===== src/rtl/txq_pkg.sv =====
package txq_pkg;
  typedef enum logic [2:0] {
    A_PUSH1  = 3'd0,
    A_PUSH2  = 3'd1,
    A_PUSH4  = 3'd2,
    A_LEVEL  = 3'd3,
    A_STATUS = 3'd4,
    A_ENABLE = 3'd5
  } reg_addr_e;

  localparam int LANES = 4;
endpackage


===== src/rtl/txq_pack.sv =====
module txq_pack #(
  parameter int DEPTH = 16,
  parameter int LW    = $clog2(DEPTH + 1)
) (
  input  logic          wr,
  input  logic [2:0]    addr,
  input  logic [LW-1:0] level,
  output logic [2:0]    push_cnt,
  output logic          push_en,
  output logic          drop
);
  import txq_pkg::*;
  logic [2:0]    req_cnt;
  logic [LW-1:0] free_slots;

  always_comb begin
    req_cnt = 3'd0;
    if (wr) begin
      case (addr)
        A_PUSH1: req_cnt = 3'd1;
        A_PUSH2: req_cnt = 3'd2;
        A_PUSH4: req_cnt = 3'd4;
        default: req_cnt = 3'd0;
      endcase
    end
  end

  assign free_slots = LW'(DEPTH) - level;
  assign push_en    = (req_cnt != 3'd0) && (LW'(req_cnt) <= free_slots);
  assign drop       = (req_cnt != 3'd0) && (LW'(req_cnt) >  free_slots);
  assign push_cnt   = push_en ? req_cnt : 3'd0;
endmodule


===== src/rtl/txq_store.sv =====
module txq_store #(
  parameter int DEPTH = 16,
  parameter int LW    = $clog2(DEPTH + 1),
  parameter int PW    = $clog2(DEPTH)
) (
  input  logic          clk,
  input  logic          rst,
  input  logic          push_en,
  input  logic [2:0]    push_cnt,
  input  logic [31:0]   push_data,
  input  logic          pop,
  output logic [7:0]    head,
  output logic [LW-1:0] level,
  output logic          drain_evt
);
  logic [7:0]    mem [DEPTH];
  logic [PW-1:0] wr_ptr, rd_ptr;
  logic [LW-1:0] level_q, level_d;

  always_ff @(posedge clk) begin
    for (int i = 0; i < txq_pkg::LANES; i++) begin
      if (push_en && (3'(i) < push_cnt))
        mem[wr_ptr + PW'(i)] <= push_data[8*i +: 8];
    end
  end

  assign level_d = level_q + LW'(push_cnt) - LW'(pop);

  always_ff @(posedge clk) begin
    if (rst) begin
      wr_ptr  <= '0;
      rd_ptr  <= '0;
      level_q <= '0;
    end else begin
      wr_ptr  <= wr_ptr + PW'(push_cnt);
      rd_ptr  <= rd_ptr + PW'(pop);
      level_q <= level_d;
    end
  end

  assign head      = mem[rd_ptr];
  assign level     = level_q;
  assign drain_evt = (level_q == LW'(1)) && (level_d == '0);
endmodule


===== src/rtl/txq_regs.sv =====
module txq_regs #(
  parameter int LW = 5
) (
  input  logic          clk,
  input  logic          rst,
  input  logic          bus_wr,
  input  logic          bus_rd,
  input  logic [2:0]    addr,
  input  logic [1:0]    wbits,
  input  logic [LW-1:0] level,
  input  logic          drain_evt,
  input  logic          ovf_evt,
  output logic [31:0]   rdata,
  output logic          drain_flag,
  output logic          irq
);
  import txq_pkg::*;
  logic drain_q, ovf_q, en_q, irq_q;
  logic drain_d, ovf_d, en_d, st_wr;

  assign st_wr   = bus_wr && (addr == A_STATUS);
  assign drain_d = drain_evt | (drain_q & ~(st_wr & wbits[0]));
  assign ovf_d   = ovf_evt   | (ovf_q   & ~(st_wr & wbits[1]));
  assign en_d    = (bus_wr && addr == A_ENABLE) ? wbits[0] : en_q;

  always_ff @(posedge clk) begin
    if (rst) begin
      drain_q <= 1'b0;
      ovf_q   <= 1'b0;
      en_q    <= 1'b0;
      irq_q   <= 1'b0;
      rdata   <= '0;
    end else begin
      drain_q <= drain_d;
      ovf_q   <= ovf_d;
      en_q    <= en_d;
      irq_q   <= drain_d & en_d;
      if (bus_rd) begin
        case (addr)
          A_LEVEL:  rdata <= {{(32-LW){1'b0}}, level};
          A_STATUS: rdata <= {30'd0, ovf_q, drain_q};
          A_ENABLE: rdata <= {31'd0, en_q};
          default:  rdata <= '0;
        endcase
      end
    end
  end

  assign drain_flag = drain_q;
  assign irq        = irq_q;
endmodule


===== src/rtl/txq_top.sv =====
module txq_top #(
  parameter int DEPTH = 16,
  parameter int LW    = $clog2(DEPTH + 1)
) (
  input  logic        clk,
  input  logic        rst,
  input  logic        bus_wr,
  input  logic        bus_rd,
  input  logic [2:0]  bus_addr,
  input  logic [31:0] bus_wdata,
  output logic [31:0] bus_rdata,
  output logic [7:0]  tx_data,
  output logic        tx_valid,
  input  logic        tx_ready,
  output logic        irq
);
  logic [LW-1:0] level;
  logic [2:0]    push_cnt;
  logic          push_en, drop, pop, drain_evt, drain_flag;

  assign tx_valid = (level != '0);
  assign pop      = tx_valid & tx_ready;

  txq_pack #(.DEPTH(DEPTH), .LW(LW)) pack_i (
    .wr(bus_wr), .addr(bus_addr), .level(level),
    .push_cnt(push_cnt), .push_en(push_en), .drop(drop)
  );

  txq_store #(.DEPTH(DEPTH), .LW(LW)) store_i (
    .clk(clk), .rst(rst), .push_en(push_en), .push_cnt(push_cnt),
    .push_data(bus_wdata), .pop(pop), .head(tx_data), .level(level),
    .drain_evt(drain_evt)
  );

  txq_regs #(.LW(LW)) regs_i (
    .clk(clk), .rst(rst), .bus_wr(bus_wr), .bus_rd(bus_rd),
    .addr(bus_addr), .wbits(bus_wdata[1:0]), .level(level),
    .drain_evt(drain_evt), .ovf_evt(drop), .rdata(bus_rdata),
    .drain_flag(drain_flag), .irq(irq)
  );
endmodule


===== config.mk =====
export PLATFORM = sky130hd
export DESIGN_NAME = txq_top
export DESIGN_NICKNAME = d
export VERILOG_FILES = /design/src/rtl/txq_pkg.sv /design/src/rtl/txq_pack.sv /design/src/rtl/txq_store.sv /design/src/rtl/txq_regs.sv /design/src/rtl/txq_top.sv
export SDC_FILE = /design/constraint.sdc
export NUM_CORES = 1
export LEC_CHECK = 0
export BUFFER_PORTS_ARGS = -buffer_cell sky130_fd_sc_hd__buf_4
export CAP_MARGIN = 20
export CORE_MARGIN = 2
export CORE_UTILIZATION = 57
export DETAILED_ROUTE_END_ITERATION = 6
export MAX_ROUTING_LAYER = met4
export PLACE_DENSITY = 0.76
export SYNTH_ARGS = -nofsm -noshare
export SYNTH_HDL_FRONTEND = slang
export SYNTH_SLANG_ARGS = --single-unit

===== constraint.sdc =====
create_clock -name clk -period 9.1 [get_ports clk]
set_input_delay 0.455 -clock clk [delete_from_list [all_inputs] [get_ports clk]]
set_output_delay 0.455 -clock clk [all_outputs]
set_load 0.01 [all_outputs]

Word-level counts from Yosys, hierarchy flattened. Memories as Yosys holds them, arrays and structs flattened. A register that Yosys moved wholly into a read port is not among the register bits. Cells that the tools add are included.

Memories kept: 1. RAM bits: 128. Word-level logic and storage cells: 66. Input port bits: 40. Bits in registers: 49.

Bitwise gates (word level): 10. Muxes and demuxes: 14. Magnitude comparators: 6. Equality and inequality tests: 6. Reductions and logical operators: 13. Add/sub/neg operators: 8.

Memory list: store_i.mem (words 16, bits a word 8, rd ports 1, clocked after memory_dff 1, write ports 4, line txq_store.sv:16) `logic [7:0] mem [DEPTH];`.

Operators by type and width (count): $pmux 5 s3 (1); $logic_and 1x1->1 (9); $mux 1 (9); $pmux 3 s3 (1); $add 4x2->4 const B (2); $and 1x1->1 (6); $eq 3x2->1 const B (2); $eq 3x3->1 const B (2); $lt 1x3->1 const A (2); $lt 2x3->1 const A (2); $mux 3 (2); $add 5x3->5 (1); $eq 5x1->1 const B (1); $gt 3x5->1 (1); $le 3x5->1 (1); $logic_not 5->1 (1); $reduce_bool 5->1 (1); $sub 5x1->5 (1); $sub 5x5->5 const A (1); $add 4x1->4 (1); $add 4x1->4 const B (1); $add 4x3->4 (1); $mux 4 (1); $eq 3x1->1 const B (1); 4 further kinds (6).

Depth between registers and ports, before layout. Gate-level depths: netlist of the first run.

Word-level depth: 12. Gate-level depth with buffers: 17.

Hierarchy. From an unflattened synthesis of the first run, not the netlist that was laid out.

Cells, all modules: 1226. Area total of the unflattened synthesis: 11492.3 um2.

By module, submodules not included: txq_store (times used 1, area each 10664.0 um2, cells an instance 1126); txq_regs (times used 1, area each 586.8 um2, cells an instance 69); txq_pack (times used 1, area each 216.5 um2, cells an instance 27); txq_top (times used 1, area each 25.0 um2, cells an instance 4).

Least setup slack after synthesis of the first run. OpenSTA, ideal clock, no wires.

Path type: input to register. Start point: input bus_addr[1]. End point: register regs_i.irq_q, in the netlist regs_i.irq. Arrival: 3.407 ns. Library setup time: 0.078 ns. Cell stages on the path: 15. Required time: 9.022 ns. Path slack: 5.615 ns. Buffers on the path: 1. Cells stage by stage: nand2b_1 > nor3b_1 > ha_1 > nor2b_1 > or3_1 > clkbuf_1 > nand3_1 > nand2_1 > ha_1 > fa_1 > xor2_1 > nand4_1 > nor3_1 > a32oi_1 > nor3_1.

Cells in the longest elaborated chain, start to end: 12. Elaborated cells on any way between the ends: 23. Those cells by class: add/sub (2); order compare (1); eq/ne (4); mux (4); bitwise (5); reduce/logical (7).

Ends and longest elaborated chain: start: declaration (line txq_top.sv:9) `input logic [2:0] bus_addr,`; $eq 3x2->1, or another cell as far along (line txq_pack.sv:19) `case (addr)`; $pmux 3 s3 (line txq_pack.sv:19); $mux 3 (line txq_pack.sv:18) `if (wr) begin`; $le 3x5->1 / $reduce_bool 3->1 (equally long branches) (line txq_pack.sv:29) `assign push_en = (req_cnt != 3'd0) && (LW'(req_cnt) <= free_slots);`; $logic_and 1x1->1 (line txq_pack.sv:29); $mux 3 (line txq_pack.sv:31) `assign push_cnt = push_en ? req_cnt : 3'd0;`; $add 5x3->5 (line txq_store.sv:27) `assign level_d = level_q + LW'(push_cnt) - LW'(pop);`; $sub 5x1->5 (line txq_store.sv:27); $logic_not 5->1 (line txq_store.sv:43) `assign drain_evt = (level_q == LW'(1)) && (level_d == '0);`; $logic_and 1x1->1 (line txq_store.sv:43); $or 1x1->1 (line txq_regs.sv:22) `assign drain_d = drain_evt | (drain_q & ~(st_wr & wbits[0]));`; $and 1x1->1 * (line txq_regs.sv:37) `irq_q <= drain_d & en_d;`; end signal: assignment (line txq_regs.sv:37); end: declaration (line txq_regs.sv:18) `logic drain_q, ovf_q, en_q, irq_q;`.

Every way passes the cells marked *; elsewhere a longest branch is shown, timed or not. A chain may end at the register's enable or synchronous reset.

==> impl_metrics.toml, run 1 <==
[outcome]
violations = "DRC"
outcome = "finished, violations left"

[clock_network]
path_clk_slew_ns = 0.07
ctsHoldBuffers = 0
clk_latency_ns = 0.44
clockRootBuffer = "clkbuf_16"
post-cts-setup-buffers = 0
clock-sinks = 150
cts_tree = "done"
ctsHtreeMaxLevel = 4
cts.path.max_buffers = 2
ctsResizeCount = 0
numCtsBuffers = 17

[floorplan]
rows = 51
dieArea_mm2 = 0.0206
fp.dieH_um = 144
die_x_um = 144
io_pins = 82
floorplan.initialDensity_pct = 57.5
core-area_mm2 = 0.0193

[timing]
whs_ns = 0.263
final-hold-violation-count = 0
period_share_pct = 48.1
finClkSkew_ns = 0.0127
rsz0062_at_grt = "no"
relSlewSlack_pct = 21.6
max_freq_mhz = 229
fin_ws_ns = 4.72
setup_viol_count_final = 0
worst_pin_slew_ns = 1.17
drv_slew = 0
min_period_ns = 4.38
tns_ns = 0

[logic_synthesis]
synth_warnings = 0
syn_avg_cell_area_um2 = 9.67
netlist_top_cells_area = "edfxtp_1 (35%), mux4_2 (8.1%), o22ai_1 (4.4%), dfxtp_1 (4.0%), mux2i_1 (3.9%)"
synth_ff_type = "edfxtp_1"
synth_seq_area_share_pct = 38.5
yosysTopAreaCellShare_pct = 34.6
syn_area_mm2 = 0.0111
synthCells = 1151
synth-edff-count = 128
async_reset_ff_share_pct = 0
synth_cell_types = 76
yosysTopAreaCell = "edfxtp_1"
ys_seq_elements = 150

[routing]
drt_wl_total_mm = 40.4
wire_per_inst_um = 28.8
drc = 13
dr.pass1.iters = 7
via_per_inst = 7.43
wl_met3_mm = 6.42
drt-met1-wl_mm = 14.1
drtIter0Drc = 2416
vias = 10400
top_layer = "met4"
antenna_left = 0
route.met2.wl_mm = 16.5

[setup_path]
end_kind = "flip-flop"
cp_data_required_time_ns = 9.19
crit_type = "flip-flop to flip-flop"
setup.worst_path.start_class = "flip-flop"
worstPathMaxFanout = 8
cp_data_arrival_time_ns = 4.47
rrSetupSlack_ns = 4.72

[global_routing]
grt_overflow_total = 0
antenna_found_initial = 1
track_usage_pct = 40.5
grt_max_degree = 42
grt_pass1_wl_mm = 59.1
grt_pass1_vias = 9492

[placed_design]
port_buffers = 54
dp_slack_ns = 4.83
gp_congestion = 1.05
dp_hpwl_mm = 26.2

[power_and_ir_drop]
p_leak_nw = 4.37
power_per_cell_area_mw_per_mm2 = 204
vdd_ir_drop_max_mv = 0.308

[final_layout]
final_cell_mix = "edfxtp_1 (128), nor2_1 (106), nand2_1 (86)"
final_common_cell = "edfxtp_1"
nets = 1188
final_util_pct = 62.0
drive_above_1_share_pct = 16.5
area_growth_pct = 7.81

[job]
max-cap-violations = 0

[worst_hold_path]
min_path_type = "input pin to flip-flop"
Yosys cell counts (all sizes together), types with 3 or more instances:
cell type  instances
edfxtp           128
nor2             107
nand2             88
a21oi             84
o22ai             79
clkbuf            72
buf               66
nand3             53
mux2i             43
mux4              40
inv               32
nor3              29
o21ai             29
dfxtp             22
ha                20
a221o             17
and3              17
a22oi             16
a31oi             15
a21o              12
nor2b             12
o21a              12
or2               11
xor2              11
a211oi            10
mux2              10
o31ai             10
a32oi              9
o32a               9
xnor2              9
o211ai             8
a222oi             7
a2bb2oi            7
nand2b             7
a22o               6
or3                6
nand4              5
o311ai             5
nor3b              4
and2               3
nor4               3
flip-flops by register name (all words and copies together), names as in the netlist:
register and cells:
store_i.wr_ptr 4, store_i.level 5, regs_i.drain_flag 1, store_i.rd_ptr 4
regs_i.en_q 1, regs_i.rdata 5, store_i.mem 128, regs_i.irq 1
regs_i.ovf_q 1
kinds of logic after synthesis:
kind of cell / synth area share (%)
compound gates: 21.4
buf+inv: 7.36
mux: 13.0
other cells: 0.0337
simple gates: 15.4
flops: 38.5
xor+xnor: 1.71
fa+ha+maj: 2.61
report_power, final:
part	switching, mW	internal [mW]
Combinational	0.542	0.333
Clock	0.302	0.457
Sequential	0.0293	0.785
Total	0.873	1.58
metal layers:
layer	up-vias	track usage, %
met4	0	26.4
met2	1058	55.6
li1	4324	-
met3	298	11.8
met5	-	-
met1	4745	52.0
stage by stage:
step	power (mW)	cell area, um2	instances
2_1_floorplan	1.43	11200	1177
6_report	2.45	12000	1404
5_1_grt	2.53	12000	1403
3_5_place_dp	1.68	11400	1371
4_1_cts	2.42	12000	1402
3_3_place_gp	1.66	11400	1371
path summary, 6_finish.rpt:
| path | start | endpoint | cells past startpoint |
|---|---|---|---|
| worst max register to register | store_i.level[0] | store_i.mem[12][6] | 9 |
| worst min-delay path | bus_rd | regs_i.rdata[1] | 2 |
| worst max-delay path | store_i.level[0] | store_i.mem[12][6] | 9 |
| worst min register to register | regs_i.rdata[2] | regs_i.rdata[2] | 2 |
layout make-up:
type | count | area (um2)
fill | 1557 | 7340
multi-input combinational | 857 | 6130
sequential | 150 | 4290
timing repair buffer | 68 | 510
clock buffer | 19 | 433
tap | 265 | 332
clock inverter | 12 | 175
inverter | 32 | 120
antenna | 1 | 2.50
worst max-delay path, stage by stage, from the launching register on:
cell,delay [ns]
dfxtp_1,0.47
inv_1,0.11
ha_1,0.23
xor2_1,0.15
ha_1,0.35
o211ai_1,0.69
nor3_1,0.25
nor3_1,0.98
nand3_1,0.37
nand3_1,0.42
(Power assumes the default switching activity.)
==> run 2: changes to the inputs <==
==> constraint.sdc (replaced) <==
create_clock -name clk -period 4.2 [get_ports clk]
set_input_delay 0.21 -clock clk [delete_from_list [all_inputs] [get_ports clk]]
set_output_delay 0.21 -clock clk [all_outputs]
set_load 0.01 [all_outputs]
==> run 2 against run 1 <==
  * The flow still finishes with violations (DRC)
  * Setup slack worse by 4.5 ns
  * Register-to-register slack worse by 4.5 ns
  * Global-route usage is 1.2 points lower
  * Die area stayed put
  * First-iteration DRC count is 16% lower
  * Final cell count is 1.9% higher
  * Sequential share of layout area is 0.35 points lower
  * Clock power is 90% higher
  * Maximum frequency is 11% higher
  * Via count is 0.86% lower
  * Sequential power is 120% higher
  * Critical path type unchanged
  * Critical endpoint is now regs_i.irq
  * Highest routed layer unchanged
==> impl_metrics.toml, run 2 (synthesized netlist as in run 1, its figures left out) <==
[outcome]
outcome = "finished, violations left"
violations = "DRC"

[final_layout]
final_common_cell = "edfxtp_1"
final_cell_mix = "edfxtp_1 (128), nor2_1 (106), buf_4 (93)"
fillerInstances = 1581
final_util_pct = 62.6
multi_input_area_mm2 = 0.00613
largest_register_ffs = 128
seq_area_mm2 = 0.00429
largest-register = "store_i.mem"
nets = 1213
area_growth_pct = 8.87
drive_above_1_share_pct = 18.2
stdcell_count = 1430

[floorplan]
die_x_um = 144
dieArea_mm2 = 0.0206
rows = 51
io_pins = 82
floorplan.initialDensity_pct = 57.5
core-area_mm2 = 0.0193
fp.dieH_um = 144

[timing]
tns_ns = 0
rsz0062_at_grt = "no"
setup_viol_count_final = 0
worst_pin_slew_ns = 1.08
finClkSkew_ns = 0.0117
period_share_pct = 93.7
whs_ns = 0.0309
max_freq_mhz = 254
final-hold-violation-count = 0
relSlewSlack_pct = 27.6
drv_slew = 0
min_period_ns = 3.93

[clock_network]
ctsHoldBuffers = 0
cts.path.max_buffers = 2
numCtsBuffers = 17
clock-sinks = 150
post-cts-setup-buffers = 0
cts_tree = "done"
clk_latency_ns = 0.43
ctsHtreeMaxLevel = 4
clockRootBuffer = "clkbuf_16"
path_clk_slew_ns = 0.07
ctsResizeCount = 0

[setup_path]
worstPathMaxFanout = 7
end_kind = "flip-flop"
rrSetupSlack_ns = 0.27
cp_data_required_time_ns = 4.56
crit_type = "flip-flop to flip-flop"
setup.worst_path.start_class = "flip-flop"
cp_data_arrival_time_ns = 4.29
rr_worst_depth = 15

[placed_design]
port_buffers = 54
dp_cells = 1395
dp_hpwl_mm = 26.0
gp_congestion = 1.08

[global_routing]
track_usage_pct = 39.3
grt_pass1_vias = 9600
grt_max_degree = 27
antenna_found_initial = 1
grt_overflow_total = 0
grt_pass1_wl_mm = 57.8

[worst_hold_path]
min_path_type = "input pin to flip-flop"
worstHoldPathCells = 2

[power_and_ir_drop]
swShare_pct = 36.2
seqPwrFrac_pct = 35.5
p_switching_mw = 1.84
vdd_ir_drop_max_mv = 0.462
internal_power_mw = 3.24
p_leak_nw = 4.47
power_per_cell_area_mw_per_mm2 = 419
clockPowerShare_pct = 28.4
pwr-share-comb_pct = 36.2
power_mw = 5.08

[routing]
drtIter0Drc = 2026
dr.pass1.iters = 7
antenna_left = 0
via_per_inst = 7.23
drt_wl_total_mm = 39.0
wire_per_inst_um = 27.3
drc = 21
vias = 10300

[job]
max-cap-violations = 0
[run 2: cell types whose count changed in the layout (fill, tap and decap cells not counted)]
cell	change
buf_4	+25
bufinv_16	-3
clkbuf_1	-1
clkinv_1	+3
clkinv_2	+2
clkinv_4	+2
clkinvlp_2	-1
inv_6	-1
[run 2: power groups by stage]
stage               logic [mW]  clock network [mW]  registers [mW]
finish                    1.84                1.44            1.80
global route              1.95                1.49            1.81
CTS                       1.79                1.43            1.80
detailed placement        1.78                   0            1.83
global placement          1.74                   0            1.83
floorplan                 1.32                   0            1.77
[run 2: path summary, 6_finish.rpt]
| check | from | endpoint |
|---|---|---|
| worst max-delay path | store_i.level[0] | regs_i.irq |
| worst min-delay path | bus_rd | regs_i.rdata[0] |
| worst max register to register | store_i.level[0] | regs_i.irq |
| worst min register to register | regs_i.rdata[2] | regs_i.rdata[2] |
[run 2: per-stage QoR]
stage | worst slack (ns) | area [um2]
6_report | 0.265 | 12100
5_1_grt | 0.0103 | 12100
4_1_cts | 0.297 | 12100
3_5_place_dp | 0.330 | 11600
3_3_place_gp | 0.516 | 11600
2_1_floorplan | 0.779 | 11200
[run 2: cell type report]
type / count / share of cell area (%)
tap: 265 / 2.74
antenna: 1 / 0.0207
sequential: 150 / 35.4
inverter: 32 / 0.992
clock inverter: 14 / 0.909
multi-input combinational: 857 / 50.7
timing repair buffer: 93 / 5.76
clock buffer: 18 / 3.54
[run 2: worst max-delay path, stage by stage (launching register included)]
cell and delay (ns):
dfxtp_1 0.45, inv_1 0.10, ha_1 0.24, xor2_1 0.15, ha_1 0.35, o211ai_1 0.66, nor3_1 0.24, nor2_1 0.22
ha_1 0.21, inv_1 0.06, fa_1 0.39, xor2_1 0.21, nand4_1 0.11, nor3_1 0.15, a32oi_1 0.14, nor3_1 0.19
[run 2: metal layers]
layer	up-vias	routed length, um	global-route usage [%]	share of wire (%)
li1	4367	-	-	-
met1	4697	13700	49.7	35
met2	1007	16200	55.3	41
met3	264	6150	13.0	16
met4	0	2990	22.5	7.7
met5	-	0	-	0
